===== src/rtl/pit_timer.sv =====
module pit_timer #(
  parameter int CNT_W = 16
) (
  input  logic        clk,
  input  logic        rst_n,
  input  logic        bus_we,
  input  logic [2:0]  bus_addr,
  input  logic [15:0] bus_wdata,
  output logic [15:0] bus_rdata,
  output logic        irq
);
  localparam int PRE_W = 4;
  localparam int PS_W  = 1 << PRE_W;

  logic             en_q, rld_q, pif_q, pie_q, ovw_q, dbg_q, doze_q;
  logic [PRE_W-1:0] pre_q;
  logic [CNT_W-1:0] mod_q, cnt_q;
  logic [PS_W-1:0]  ps_q;

  wire csr_we = bus_we && bus_addr == 3'd0;
  wire mod_we = bus_we && bus_addr == 3'd2;

  wire [15:0] csr_img = {4'b0, pre_q, 1'b0, doze_q, dbg_q, ovw_q, pie_q, pif_q, rld_q, en_q};

  wire restart = csr_we &&
    ({bus_wdata[11:8], bus_wdata[6:4], bus_wdata[1:0]} !=
     {pre_q, doze_q, dbg_q, ovw_q, rld_q, en_q});

  wire [PS_W-1:0]  ps_lim = {PS_W{1'b1}} >> (PRE_W'(PS_W - 1) - pre_q);
  wire             tick   = en_q && ps_q == ps_lim;
  wire             fire   = tick && cnt_q == '0 && !restart;
  wire [CNT_W-1:0] start_cur = rld_q ? mod_q : '1;
  wire [CNT_W-1:0] start_new = bus_wdata[1] ? mod_q : '1;
  wire             flag_clr = (csr_we && bus_wdata[2]) || mod_we;

  assign irq = pif_q & pie_q;

  always_comb begin
    case (bus_addr)
      3'd0:    bus_rdata = csr_img;
      3'd2:    bus_rdata = 16'(mod_q);
      3'd4:    bus_rdata = 16'(cnt_q);
      default: bus_rdata = '0;
    endcase
  end

  always_ff @(posedge clk or negedge rst_n) begin
    if (!rst_n) begin
      en_q <= 1'b0; rld_q <= 1'b0; pie_q <= 1'b0; ovw_q <= 1'b0;
      dbg_q <= 1'b0; doze_q <= 1'b0; pre_q <= '0;
    end else if (csr_we) begin
      en_q   <= bus_wdata[0];
      rld_q  <= bus_wdata[1];
      pie_q  <= bus_wdata[3];
      ovw_q  <= bus_wdata[4];
      dbg_q  <= bus_wdata[5];
      doze_q <= bus_wdata[6];
      pre_q  <= bus_wdata[11:8];
    end
  end

  always_ff @(posedge clk or negedge rst_n) begin
    if (!rst_n)        pif_q <= 1'b0;
    else if (fire)     pif_q <= 1'b1;
    else if (flag_clr) pif_q <= 1'b0;
  end

  always_ff @(posedge clk or negedge rst_n) begin
    if (!rst_n)      mod_q <= '0;
    else if (mod_we) mod_q <= bus_wdata[CNT_W-1:0];
  end

  always_ff @(posedge clk or negedge rst_n) begin
    if (!rst_n)       ps_q <= '0;
    else if (restart) ps_q <= '0;
    else if (en_q)    ps_q <= tick ? '0 : ps_q + 1'b1;
  end

  always_ff @(posedge clk or negedge rst_n) begin
    if (!rst_n)                cnt_q <= '1;
    else if (restart) begin
      if (bus_wdata[0])        cnt_q <= start_new;
    end
    else if (mod_we && ovw_q)  cnt_q <= bus_wdata[CNT_W-1:0];
    else if (tick)             cnt_q <= (cnt_q == '0) ? start_cur : cnt_q - 1'b1;
  end
endmodule



===== config.mk =====
export PLATFORM = sky130hd
export DESIGN_NAME = pit_timer
export DESIGN_NICKNAME = d
export VERILOG_FILES = /design/src/rtl/pit_timer.sv
export SDC_FILE = /design/constraint.sdc
export NUM_CORES = 1
export LEC_CHECK = 0
export BUFFER_PORTS_ARGS = -buffer_cell sky130_fd_sc_hd__buf_4
export CAP_MARGIN = 20
export CORE_MARGIN = 1.5
export CORE_UTILIZATION = 29
export CTS_BUF_LIST = sky130_fd_sc_hd__clkbuf_8
export CTS_CLUSTER_DIAMETER = 60
export CTS_CLUSTER_SIZE = 30
export DETAILED_ROUTE_END_ITERATION = 8
export MAX_ROUTING_LAYER = met4
export PLACE_DENSITY_LB_ADDON = 0.12
export SYNTH_ARGS = -nofsm -noshare
export SYNTH_HDL_FRONTEND = slang
export SYNTH_SLANG_ARGS = --single-unit

===== constraint.sdc =====
create_clock -name clk -period 4.4 [get_ports clk]
set_clock_uncertainty 0.2 [all_clocks]
set_input_delay 0.44 -clock clk [delete_from_list [all_inputs] [get_ports clk]]
set_output_delay 0.44 -clock clk [all_outputs]
set_load 0.01 [all_outputs]

==> flow_summary.yaml, run 1 <==
floorplanning:
  start_util_pct: 29.5
  fp.coreArea_um2: 14400
  io_pins: 39
  dieArea_um2: 15400
  dieHeight_um: 124
  die_w_um: 124
  num_rows: 44
logic_synthesis:
  synth_top_area_share_pct: 25.3
  ys_seq_area_share_pct: 35.1
  syn_inst: 503
  yosysTopAreaCell: "dfrtp_1"
  avgSynthCellArea_um2: 8.46
  synth_nets: 528
  yosys_warnings: 0
  ys.flop_type: "dfrtp_1"
  synthesis.area_um2: 4260
  synthTopCellsByArea: "dfrtp_1 (25%), dfstp_2 (9.9%), mux2_2 (7.7%)"
  synth_most_common_cell: "nor2_1"
  ys_top_cells_by_count: "nor2_1 (55), nand2_1 (54), dfrtp_1 (43)"
  yosys_register_bits: 59
  ys_types: 60
  synthArstFlopShare_pct: 100
  synth-edff-count: 0
detailed_routing:
  routed_via_density: 5.25
  dr.pass1.iters: 4
  num_vias: 3761
  postRouteAntennaNets: 0
  wl_per_cell_um: 18.3
  finalWirelength_um: 13100
  drt-initial-drc-count: 259
  drc: 0
sta:
  period_share_pct: 85.0
  worst_slack_ns: 0.658
  holdWs_ns: 0.112
  hold_viol_final: 0
  maxSlewViolCount: 0
  slew_headroom_pct: 40.0
  tns_ns: 0
  rsz0062_at_grt: "no"
  max_slew.worst_pin.slew_ns: 0.901
  period_needed_ns: 3.74
  fmax_ghz: 0.267
  finalSetupViolCount: 0
worst_setup_path:
  cp_top_family: "simple AND/OR/NAND/NOR gates"
  endpoint: "cnt_q[13]"
  crit_fanout: 21
  cp-start-kind: "flip-flop"
  critical_path_class: "flip-flop to flip-flop"
  worst_r2r_endpoint: "cnt_q[13]"
  arrival_ns: 3.83
  rr_startpoint: "pre_q[3]"
  end_kind: "flip-flop"
  path_cells: "nand3_1, o32a_1, or3_1, or4_1, or4_4, o211a_1, mux2_4"
  worst-path-buf-inv: 0
  cp-startpoint: "pre_q[3]"
  reg2reg_slack_ns: 0.66
  critPathRequiredTime_ns: 4.49
  slowest_delay_ns: 0.76
  critPathSlowestCell: "dfrtp_1"
  cp.depth: 7
  worstRegToRegCells: 7
power:
  p_seq_share_pct: 39.0
  p_sw_share_pct: 38.4
  power.density_nw_per_um2: 497
  clkPwrFrac_pct: 24.0
  vdd_ir_drop_max_mv: 0.175
  cellLeakagePower_nw: 2.09
  p_total_mw: 2.45
  power.switching_mw: 0.941
  p_int_mw: 1.51
  combPwrFrac_pct: 37.1
job:
  cap_viol_max_count: 0
layout:
  nets: 552
  fin_area_um2: 4940
  nFillCells: 1528
  antennaDiodeCount: 0
  drive_above_1_share_pct: 21.2
  area_delta_synth_final_pct: 16.0
cts:
  cts_setup_buffers: 0
  cts_buffers: 9
  cts_tree: "done"
  cts.repair.resized: 0
  clkSlewWorstSetupHoldPaths_ns: 0.07
  clockBufferDepth: 2
  clock-sinks: 59
  ctsHoldBuffers: 1
  clk_latency_ns: 0.37
  htree_levels: 3
  clockRootBuffer: "clkbuf_8"
min_path:
  hold_class: "primary input to flip-flop"
  whs_path_depth: 2
global_routing:
  grt_pass1_vias: 3739
  grt-ovfl-total: 0
  grt_use_total_pct: 18.9
  grt_pass1_wl_um: 21100
  grt_start_max_net_pins: 60
  antenna_found_initial: 0
place:
  io_buffers: 38
  place_ws_ns: 0.696
  gp_congestion: 0.887
  placed_cell_area_um2: 4700
  dpl.hpwl_um: 9310
status:
  status: "finished clean"
==> cell usage in the layout, fill, tap and decap left out, types with 10 or more instances in the layout <==
cell,count
o21ai_0,25
buf_4,46
clkbuf_8,11
nand4_1,10
xnor2_1,19
xor2_1,10
dfstp_2,16
inv_1,21
nand3_1,15
nor2_1,55
mux2i_1,20
o22a_1,11
a21oi_1,35
nor3_1,10
nand2_1,54
dfrtp_1,43
mux2_2,29
==> stage by stage <==
stage,std cells,util (%)
finish,716,34.2
global route,716,34.2
CTS,716,34.2
detailed placement,699,32.6
global placement,699,32.6
floorplan,503,-
==> per-layer routing <==
layer  track usage (%)  up-vias  part of all wire (%)
met5                 -        -                     0
met2              29.0       63                    47
met1              25.3     1848                    48
met3              3.48        8                   3.5
met4              5.47        0                   1.1
li1                  -     1842                     -
==> registers in the layout, indices dropped and copies added, names as in the netlist <==
signal  count
cnt_q      16
dbg_q       1
doze_q      1
en_q        1
mod_q      16
ovw_q       1
pie_q       1
pif_q       1
pre_q       4
ps_q       16
rld_q       1
==> cell type report <==
class | instances | area (um2) | share of cell area (%)
multi-input cells | 390 | 2550 | 51.7
inverters | 20 | 75.1 | 1.52
clock buffers | 11 | 151 | 3.07
flip-flops and latches | 59 | 1500 | 30.3
well taps | 184 | 230 | 4.66
clock inverters | 5 | 76.3 | 1.55
repair buffers | 47 | 355 | 7.20
==> kinds of logic (layout without fill, tap and decap cells) <==
kind of cell / Yosys count / count (layout) / share of synthesized area, %
multiplexers: 50 / 50 / 12.7
XOR/XNOR: 29 / 29 / 5.97
adder cells (fa/ha/maj): 5 / 5 / 1.35
AND/OR/NAND/NOR: 187 / 187 / 20.9
buffers and inverters: 54 / 83 / 5.52
AO/OA/AOI/OAI: 119 / 119 / 18.4
flip-flops: 59 / 59 / 35.1
==> worst reg2reg max path, cell delays in order, from the launching register on <==
cell and delay [ns]:
dfrtp_1 0.76, nand3_1 0.14, o32a_1 0.19, or3_1 0.36
or4_1 0.53, or4_4 0.45, o211a_1 0.58, mux2_4 0.45
==> worst min-delay path by stage <==
stage                  start         to  slack, ns
2_1_floorplan          rst_n      dbg_q      -0.06
3_3_place_gp        cnt_q[4]   cnt_q[4]       0.29
3_5_place_dp        cnt_q[8]   cnt_q[8]       0.29
4_1_cts        bus_wdata[14]  mod_q[14]        0.1
5_1_grt        bus_wdata[15]  mod_q[15]       0.10
6_report       bus_wdata[14]  mod_q[14]       0.11
==> power by group through the flow <==
| stage | Clock, mW | Sequential (mW) | Combinational, mW |
|---|---|---|---|
| after detailed placement | 0 | 0.962 | 0.908 |
| after CTS | 0.612 | 0.953 | 0.914 |
| final | 0.589 | 0.956 | 0.909 |
| after global routing | 0.632 | 0.987 | 1.02 |
| after global placement | 0 | 0.960 | 0.907 |
| after floorplan | 0 | 0.864 | 0.727 |
Note: power is estimated with default switching activity, not from simulation.
==> run 2: changes to the inputs <==
- clock period: 4.4 -> 3.35 ns (I/O delays scaled with it)
==> run 2 against run 1 <==
Net effect:
- utilization grew 0.98 points
- sequential power increased by 30%
- critical path depth increased by 2
- final cell count is 2.4% higher
- register-to-register slack worse by 0.55 ns
- largest power group is now combinational logic
- critical endpoint unchanged
- non-clock buffer count up 17
- die area unchanged
==> flow_summary.yaml, run 2 (synthesized netlist as in run 1, its figures left out) <==
power:
  p_total_mw: 3.30
  power.density_nw_per_um2: 649
  vdd_ir_drop_max_mv: 0.215
  cellLeakagePower_nw: 2.18
job:
  cap_viol_max_count: 0
cts:
  htree_levels: 3
  cts_tree: "done"
  clockBufferDepth: 2
  clk_latency_ns: 0.37
  cts_setup_buffers: 0
  clockRootBuffer: "clkbuf_8"
  clock-sinks: 59
  cts.repair.resized: 0
  clkSlewWorstSetupHoldPaths_ns: 0.08
  cts_buffers: 9
  ctsHoldBuffers: 2
sta:
  worst_slack_ns: 0.106
  rsz0062_at_grt: "no"
  max_slew.worst_pin.slew_ns: 0.807
  period_share_pct: 96.8
  maxSlewViolCount: 0
  fmax_ghz: 0.308
  finalSetupViolCount: 0
  tns_ns: 0
  hold_viol_final: 0
  period_needed_ns: 3.24
  slew_headroom_pct: 46.2
layout:
  nets: 569
  fin_cells: 733
  area_delta_synth_final_pct: 19.3
  drive_above_1_share_pct: 23.7
  layout_commonest_cell: "buf_4"
  mostFrequentLayoutCells: "buf_4 (61), nor2_1 (55), nand2_1 (54)"
  antennaDiodeCount: 0
  final_util_pct: 35.2
  top_regs: "cnt_q (16), mod_q (16), ps_q (16)"
floorplanning:
  io_pins: 39
  dieHeight_um: 124
  die_w_um: 124
  num_rows: 44
  fp.coreArea_um2: 14400
  start_util_pct: 29.5
  dieArea_um2: 15400
global_routing:
  grt_use_total_pct: 19.3
  grt_pass1_vias: 3801
  grt-ovfl-total: 0
  grt_start_max_net_pins: 60
  antenna_found_initial: 0
  grt_pass1_wl_um: 21600
worst_setup_path:
  crit_fanout: 16
  cp-start-kind: "flip-flop"
  slowest_delay_ns: 0.51
  path_cells: "buf_4, inv_1, o31ai_1, or3_1, or4_1, or4_4, o211a_1, buf_12, mux2_4"
  critPathRequiredTime_ns: 3.44
  arrival_ns: 3.34
  critPathSlowestCell: "or4_1"
  end_kind: "flip-flop"
  critical_path_class: "flip-flop to flip-flop"
place:
  dpl.hpwl_um: 9870
  placedCellCount: 715
  io_buffers: 38
  place_ws_ns: 0.163
  gp_congestion: 0.878
detailed_routing:
  num_vias: 3913
  finalWirelength_um: 13600
  postRouteAntennaNets: 0
  drt-initial-drc-count: 351
  drc: 0
  dr.pass1.iters: 5
  routed_via_density: 5.34
  wl_per_cell_um: 18.5
status:
  status: "finished clean"
min_path:
  hold_class: "primary input to flip-flop"
-- run 2: through the flow --
stage	hold WS, ns	area, um2
floorplan	-0.161	4260
global placement	0.286	4830
detailed placement	0.291	4830
CTS	0.00235	5080
global route	0.0145	5080
finish	0.0130	5080
-- run 2: path summary, 6_finish.rpt --
check / start / end / slack (ns) / cells past startpoint
setup / recovery: pre_q[3] / cnt_q[13] / 0.11 / 9
hold / removal: bus_wdata[15] / mod_q[15] / 0.01 / 2
setup reg to reg: pre_q[3] / cnt_q[13] / 0.11 / 9
hold reg to reg: cnt_q[4] / cnt_q[4] / 0.30 / 2
max in group asynchronous: rst_n / mod_q[1] / 2.02 / 2
min in group asynchronous: rst_n / ps_q[12] / 0.39 / 2
-- run 2: report_power, final --
part | total (mW) | switching, mW | internal (mW)
logic | 1.27 | 0.673 | 0.598
registers | 1.24 | 0.268 | 0.968
clock network | 0.788 | 0.332 | 0.456
total | 3.30 | 1.27 | 2.02
-- run 2: final cells by class --
cell class | count | area (um2)
well taps | 184 | 230
flip-flops and latches | 59 | 1500
clock inverters | 5 | 75.1
repair buffers | 64 | 498
fillers | 1532 | 9350
clock buffers | 11 | 151
multi-input cells | 390 | 2550
inverters | 20 | 75.1
-- run 2: worst max-delay path, delay by kind of cell (launching register included) --
kind,cells,cell delay (ns)
simple gates,3,1.33
buf+inv,3,0.48
mux,1,0.30
compound gates,2,0.33
flops,1,0.50
-- run 2: routing by layer --
layer	vias to the layer above	routed length (um)	GRT usage, %
met4	0	229	6.46
met2	78	6120	28.9
met5	-	0	-
li1	1877	-	-
met1	1942	6630	26.5
met3	16	579	3.16
